[config.mk]
export PLATFORM = sky130hd
export DESIGN_NAME = cos_irq_ctrl
export DESIGN_NICKNAME = d
export VERILOG_FILES = /design/src/rtl/cos_irq_pkg.sv /design/src/rtl/cos_edge_detect.sv /design/src/rtl/cos_enable_reg.sv /design/src/rtl/cos_status_bank.sv /design/src/rtl/cos_irq_ctrl.sv
export SDC_FILE = /design/constraint.sdc
export NUM_CORES = 1
export LEC_CHECK = 0
export ABC_AREA = 1
export BUFFER_PORTS_ARGS = -buffer_cell sky130_fd_sc_hd__buf_2
export CAP_MARGIN = 20
export CORE_UTILIZATION = 25
export CTS_CLUSTER_SIZE = 24
export DETAILED_ROUTE_END_ITERATION = 8
export PLACE_DENSITY_LB_ADDON = 0.2
export SLEW_MARGIN = 20
export SYNTH_ARGS = -nofsm -noshare
export SYNTH_HDL_FRONTEND = slang
export SYNTH_HIERARCHICAL = 1
export SYNTH_SLANG_ARGS = --single-unit
export TNS_END_PERCENT = 1
[constraint.sdc]
create_clock -name clk_i -period 1.25 [get_ports clk_i]
set_clock_uncertainty 0.2 [all_clocks]
set_input_delay 0.0625 -clock clk_i [delete_from_list [all_inputs] [get_ports clk_i]]
set_output_delay 0.0625 -clock clk_i [all_outputs]
set_load 0.02 [all_outputs]
[src/rtl/cos_irq_pkg.sv]
package cos_irq_pkg;
  localparam int unsigned BANK_W      = 8;
  localparam int unsigned NUM_BANKS   = 4;
  localparam int unsigned WORD_AW     = 2;
  localparam int unsigned STATUS_WORD = 2;
  localparam int unsigned ENABLE_WORD = 3;
  localparam int unsigned ENABLE_LANE = 0;
endpackage

[src/rtl/cos_edge_detect.sv]
module cos_edge_detect #(
  parameter int unsigned W = 32
) (
  input  logic         clk_i,
  input  logic         rst_ni,
  input  logic [W-1:0] in_i,
  output logic [W-1:0] rise_o,
  output logic [W-1:0] fall_o
);
  logic [W-1:0] prev_q;

  always_ff @(posedge clk_i or negedge rst_ni) begin
    if (!rst_ni) prev_q <= '0;
    else         prev_q <= in_i;
  end

  assign rise_o = in_i & ~prev_q;
  assign fall_o = ~in_i & prev_q;
endmodule

[src/rtl/cos_enable_reg.sv]
module cos_enable_reg #(
  parameter int unsigned NB = 4
) (
  input  logic          clk_i,
  input  logic          rst_ni,
  input  logic          wr_i,
  input  logic [2*NB-1:0] data_i,
  output logic [2*NB-1:0] en_o,
  output logic [NB-1:0] rise_en_o,
  output logic [NB-1:0] fall_en_o
);
  logic [2*NB-1:0] en_q;

  always_ff @(posedge clk_i or negedge rst_ni) begin
    if (!rst_ni)   en_q <= '0;
    else if (wr_i) en_q <= data_i;
  end

  assign en_o      = en_q;
  assign rise_en_o = en_q[NB-1:0];
  assign fall_en_o = en_q[2*NB-1:NB];

  // enable only moves on its own write
  a_r12_enable_hold: assert property (@(posedge clk_i) disable iff (!rst_ni)
    !wr_i |=> $stable(en_o));
endmodule

[src/rtl/cos_status_bank.sv]
module cos_status_bank #(
  parameter int unsigned W = 8
) (
  input  logic         clk_i,
  input  logic         rst_ni,
  input  logic [W-1:0] rise_i,
  input  logic [W-1:0] fall_i,
  input  logic         rise_en_i,
  input  logic         fall_en_i,
  input  logic [W-1:0] clr_i,
  output logic [W-1:0] status_o
);
  logic [W-1:0] hit;
  logic [W-1:0] status_q;

  assign hit = (rise_i & {W{rise_en_i}}) | (fall_i & {W{fall_en_i}});

  // set dominates clear
  always_ff @(posedge clk_i or negedge rst_ni) begin
    if (!rst_ni) status_q <= '0;
    else         status_q <= (status_q & ~clr_i) | hit;
  end

  assign status_o = status_q;

  a_r9_edge_wins: assert property (@(posedge clk_i) disable iff (!rst_ni)
    (rise_en_i && ((rise_i & clr_i) != '0)) |=>
      ((status_o & $past(rise_i & clr_i)) == $past(rise_i & clr_i)));

  a_r5_bank_off: assert property (@(posedge clk_i) disable iff (!rst_ni)
    (!rise_en_i && !fall_en_i) |=> ((status_o & ~$past(status_o)) == '0));

  a_r7_clear: assert property (@(posedge clk_i) disable iff (!rst_ni)
    ((clr_i & ~rise_i & ~fall_i) != '0) |=>
      ((status_o & $past(clr_i & ~rise_i & ~fall_i)) == '0));

  a_r6_sticky: assert property (@(posedge clk_i) disable iff (!rst_ni)
    (clr_i == '0) |=> ((status_o & $past(status_o)) == $past(status_o)));
endmodule

[src/rtl/cos_irq_ctrl.sv]
module cos_irq_ctrl
  import cos_irq_pkg::*;
#(
  parameter int unsigned NUM_BANKS_P   = NUM_BANKS,
  parameter int unsigned BANK_W_P      = BANK_W,
  parameter int unsigned WORD_AW_P     = WORD_AW,
  parameter int unsigned STATUS_WORD_P = STATUS_WORD,
  parameter int unsigned ENABLE_WORD_P = ENABLE_WORD,
  parameter int unsigned ENABLE_LANE_P = ENABLE_LANE
) (
  input  logic                              clk_i,
  input  logic                              rst_ni,
  input  logic [NUM_BANKS_P*BANK_W_P-1:0]   sync_in_i,
  input  logic                              wr_i,
  input  logic [WORD_AW_P-1:0]              wr_word_i,
  input  logic [NUM_BANKS_P*BANK_W_P-1:0]   wr_data_i,
  input  logic [NUM_BANKS_P-1:0]            wr_be_i,
  output logic [NUM_BANKS_P*BANK_W_P-1:0]   status_o,
  output logic [2*NUM_BANKS_P-1:0]          enable_o,
  output logic                              irq_o
);
  localparam int unsigned IN_W = NUM_BANKS_P * BANK_W_P;
  localparam int unsigned EN_W = 2 * NUM_BANKS_P;
  localparam logic [WORD_AW_P-1:0] STAT_A = STATUS_WORD_P[WORD_AW_P-1:0];
  localparam logic [WORD_AW_P-1:0] EN_A   = ENABLE_WORD_P[WORD_AW_P-1:0];

  logic [IN_W-1:0]        rise_v, fall_v;
  logic [NUM_BANKS_P-1:0] rise_en, fall_en;
  logic                   stat_sel, en_wr;

  assign stat_sel = wr_i && (wr_word_i == STAT_A);
  assign en_wr    = wr_i && (wr_word_i == EN_A) && wr_be_i[ENABLE_LANE_P];

  cos_edge_detect #(.W(IN_W)) u_edge (
    .clk_i  (clk_i),
    .rst_ni (rst_ni),
    .in_i   (sync_in_i),
    .rise_o (rise_v),
    .fall_o (fall_v)
  );

  cos_enable_reg #(.NB(NUM_BANKS_P)) u_en (
    .clk_i     (clk_i),
    .rst_ni    (rst_ni),
    .wr_i      (en_wr),
    .data_i    (wr_data_i[ENABLE_LANE_P*BANK_W_P +: EN_W]),
    .en_o      (enable_o),
    .rise_en_o (rise_en),
    .fall_en_o (fall_en)
  );

  for (genvar b = 0; b < NUM_BANKS_P; b++) begin : g_bank
    logic [BANK_W_P-1:0] clr;
    assign clr = (stat_sel && wr_be_i[b]) ? wr_data_i[b*BANK_W_P +: BANK_W_P] : '0;

    cos_status_bank #(.W(BANK_W_P)) u_bank (
      .clk_i     (clk_i),
      .rst_ni    (rst_ni),
      .rise_i    (rise_v[b*BANK_W_P +: BANK_W_P]),
      .fall_i    (fall_v[b*BANK_W_P +: BANK_W_P]),
      .rise_en_i (rise_en[b]),
      .fall_en_i (fall_en[b]),
      .clr_i     (clr),
      .status_o  (status_o[b*BANK_W_P +: BANK_W_P])
    );
  end

  assign irq_o = |status_o;

  // interrupt only rises after an edge was seen
  a_r10_irq_cause: assert property (@(posedge clk_i) disable iff (!rst_ni)
    $rose(irq_o) |-> $past((rise_v | fall_v) != '0));

  // foreign writes leave status untouched unless an edge arrives
  a_r12_no_side_clear: assert property (@(posedge clk_i) disable iff (!rst_ni)
    (!stat_sel) |=> ((status_o & $past(status_o)) == $past(status_o)));
endmodule

Word-level counts from Yosys, hierarchy flattened. Index checks and enable logic that the tools add are counted.

Flip-flop bits (word level): 72. Latch bits: 0. RAM bits: 0. ROM bits: 0. Input bits: 73. Output and inout bits: 41. Logic and storage cells: 48. Memories kept: 0.

Add/subtract/negate cells: 0. Multipliers: 0. Divide/modulo/power cells: 0. Magnitude comparators: 0. Equal/unequal tests: 2. Shift-type cells: 0. Multiplexer cells: 4. Bitwise operators: 28. Reduce and logical (&&, ||, !) cells: 8.

Operators by type and width (count): AND 8 bit (12); AND 32 bit (2); NOT 32 bit (2); bitwise OR 8 bit (8); two-way mux 8 bit (4); NOT 8 bit (4); OR reduction 32 bit (1); logical AND 1 bit (7); equality test 2 bit (second input constant) (2).

Logic depth before layout (Yosys ltp).
Word-level depth: 7. Depth in mapped cells: 7. Gate-level depth less buffers: 7.

Hierarchy. The synthesis kept the hierarchy.

Modules (own cells, without submodules): cos_status_bank (times used 4, cells each 50, area an instance 370.4 um^2, sequential area each 200.2 um^2); cos_edge_detect (times used 1, cells each 160, area an instance 1281.2 um^2, sequential area each 800.8 um^2); cos_irq_ctrl (times used 1, cells each 116, area an instance 465.4 um^2, sequential area each 0.0 um^2); cos_enable_reg (times used 1, cells each 42, area an instance 365.4 um^2, sequential area each 200.2 um^2).

Worst setup path after synthesis. OpenSTA, ideal clock, no wires.

Path kind: register to output. Start: reg g_bank[2].u_bank.status_q[7]. End: out irq_o. Arrival time: 0.933 ns. Data required time: 0.988 ns. Slack: 0.055 ns. Stages on the path, launching flop included: 6. Path buffers: 0. Cell sequence: dfrtp_1 nor2_1 and2_1 nand2_1 nor2_1 nand2_1.

Word-level cells in the longest chain between the ends: 1.

Ends and longest elaborated chain: from (decl) (RTL line cos_status_bank.sv:14) `logic [W-1:0] status_q;`; from (signal assigned) (RTL line cos_status_bank.sv:21) `else status_q <= (status_q & ~clr_i) | hit;`; OR reduction 32 bit (RTL line cos_irq_ctrl.sv:68) `assign irq_o = |status_o;`; to (decl) (RTL line cos_irq_ctrl.sv:20) `output logic irq_o`.

No other way between the ends.

Worst setup path in the final report.
Start: reg g_bank[3].u_bank.status_q[7]. End: out irq_o.

Word-level cells in the longest chain between the ends: 1.

Ends and longest elaborated chain (RTL line): from (decl) (cos_status_bank.sv:14); from (signal assigned) (cos_status_bank.sv:21); OR reduction 32 bit (cos_irq_ctrl.sv:68).

No other way between the ends.

==> metrics.txt <==
crit start category register; Mapped Cells just over 500; Final min period about 1.6 ns; dpl hpwl 6498 um; internal power 5.662 mW; Hold Crit Class primary input to register; switching share of power 0.2897; CTS Buf Count 9; layout cells sized above 1 0.2534; clock slew at reported path FFs approximately 0.060 ns; largest net degree at the start of global routing 73; detailed-route via count 3,511; largest area contributor in the netlist dfrtp_1; max_slew headroom 0.7267; final instance area 5972 um^2; root buffer cell clkbuf_16; worst r2r path cells 4; CTS HTree Levels 3; Seq/Total Area, Yosys 0.5014; CP Max Fanout 2; Sw Pwr 2.309 mW; unrepaired setup endpoints after global routing true; Setup WS post-layout -0.3852 ns; Avg WL per Cell around 11 um; Reg-to-Reg Start g_bank[2].u_bank/status_o[0]; fill cell count 1,402; synth unique cells 15; placed cell area 4548 um^2; endpoints failing hold 0; Pleak around 3.2 nW; critical path required time 0.99 ns; Final Non-Filler Cells 914; routability congestion estimate 0.7589; die height 121.9 um; crit path kind register to output pin; commonest non-fill, non-tap cell in the layout inv_1; initial core utilization 0.2579; Mean Syn Cell Area 6.937 um^2; PD cells 1335 nW/um^2; vias in the first global route 3,478; Mapped Area 3593 um^2; row cnt between 40 and 50; Tot GR Track Use 0.1431; io pins 114; Worst Tran Pin Value about 0.4 ns; Worst Setup End Kind output pin; DR DRC count 0; die footprint around 15,000 um^2; total grt overflow 0; top cell type's share of synthesized area 0.5014; Hold Path Cell Cnt 6; Pins Over Slew Limit 0; Routed WL 9730 um; Clock Power Share 0.344; min-delay src wr_be_i[1]; antenna violations before repair 0; failing checks setup timing; R2R Setup Slk 0.20 ns; most frequent cells in the layout inv_1 (144), nand2_1 (130), nor2_1 (105); count of antenna-violating nets left after detailed routing 0; top post-synthesis cells by area dfrtp_1 (50%), inv_1 (15%), nand2_1 (14%), nor2_1 (11%), nand3_1 (4.5%); initial DRC count 107; Gate power share 0.282; CORE AREA 13,930 um^2; Fin Hold WS roughly 0.024 ns; Post-Syn Nets around 590; global-route wire length before repair 16,160 um; max-cap violation count 0; Syn-to-layout area delta 66.19%; Max clock buf depth 2; Initial DRT Pass Iterations 5; Die X 121.9 um; crit share post-route 1.308; post-synthesis register bit count 72; maximum VDD drop around 0.00064 V; Worst-Skew Late Latency 0.34 ns; status finished, violations left; fmax 611.6 MHz; Min-Delay Endpoint g_bank[1].u_bank/status_o[7]; CTS tree yes; sequential power share 0.375; RR Endpoint g_bank[2].u_bank/status_o[0]; CP arrival 1.37 ns; Placed Cells incl. Taps 827; final setup fails 11; I/O Buffers approximately 110; Power Total 7.971 mW; Via density 3.841; Antenna diodes 0; clk sinks between 70 and 80; Final nets about 800; yosys warns 6
## cell type report
type,count,area [um^2],area share
repair buffers,217,1911,0.3199
flip-flops and latches,72,1812,0.3034
multi-input cells,284,1161,0.1944
inverters,145,544.3,0.09114
clock buffers,14,284.0,0.04756
well taps,180,225.2,0.03771
clock inverters,2,35.03,0.005866
## flip-flops by register name (all words and copies together), names as in the netlist
register	cells
g_bank.u_bank/status_o	32
u_edge/prev_q	32
u_en/en_o	8
## layer usage
layer  vias to the layer above  wire [um]  global-route usage
li1                       1873          -                   -
met1                      1557       4615              0.1789
met2                        71       4554              0.2331
met3                        10        369             0.02809
met4                         0        191             0.07407
met5                         -          0                   0
## power by group through the flow
stage          Sequential (mW)  Combinational [mW]  Clock, mW
6_report                  2.99                2.25       2.74
2_1_floorplan             3.18               0.587          0
3_5_place_dp              2.98                1.62          0
5_1_grt                   3.04                2.47       2.93
4_1_cts                   2.99                2.21       2.85
3_3_place_gp              2.97                1.62          0
## critical path, stage by stage, from the launching register on
cell and delay (ns):
dfrtp_1 0.38, nor2_1 0.14, nand4_1 0.15, nor2_2 0.15
nand2_2 0.08, buf_6 0.13
## cells by family after synthesis
| family | count (synthesis) | share of synthesized area |
|---|---|---|
| and+or+nand+nor | 284 | 0.3162 |
| buffers and inverters | 162 | 0.1825 |
| DFF | 72 | 0.5014 |
## how the worst max path moves through the flow
stage | slack (ns) | end | start
after floorplan | 0.05 | irq_o | g_bank[2].u_bank/status_o[7]
after global placement | -0.12 | irq_o | g_bank[1].u_bank/status_o[1]
after detailed placement | -0.14 | irq_o | g_bank[1].u_bank/status_o[1]
after CTS | -0.45 | irq_o | g_bank[1].u_bank/status_o[3]
after global routing | -0.49 | irq_o | g_bank[3].u_bank/status_o[7]
final | -0.39 | irq_o | g_bank[3].u_bank/status_o[7]
## metrics by stage
| stage | TNS [ns] | setup slack (ns) | util |
|---|---|---|---|
| 3_5_place_dp | -0.1622 | -0.1427 | 0.3264 |
| 6_report | -0.6756 | -0.3852 | 0.4286 |
| 5_1_grt | -1.519 | -0.4894 | 0.4286 |
| 3_3_place_gp | -0.1244 | -0.1244 | 0.3264 |
| 4_1_cts | -0.8174 | -0.4494 | 0.4234 |
| 2_1_floorplan | 0 | 0.05500 | - |
## what timing repair did
item / CTS / global route
setup endpoints to repair: 39 / 45
pin swaps: 4 / 3
hold buffers: 68 / 0
endpoints found under the hold margin: 144 / 0
gates resized for setup: 111 / 17
setup buffers: 1 / 2
## synthesized netlist by cell type
cell,count
nor2_1,110
buf_6,1
inv_2,1
buf_2,4
nand2_2,4
dfrtp_1,72
nand2_1,133
nor2_4,1
inv_1,144
nand4_1,1
and3b_1,1
clkbuf_2,4
buf_4,8
nand3_1,32
and2_1,2
(Power assumes the default switching activity.)
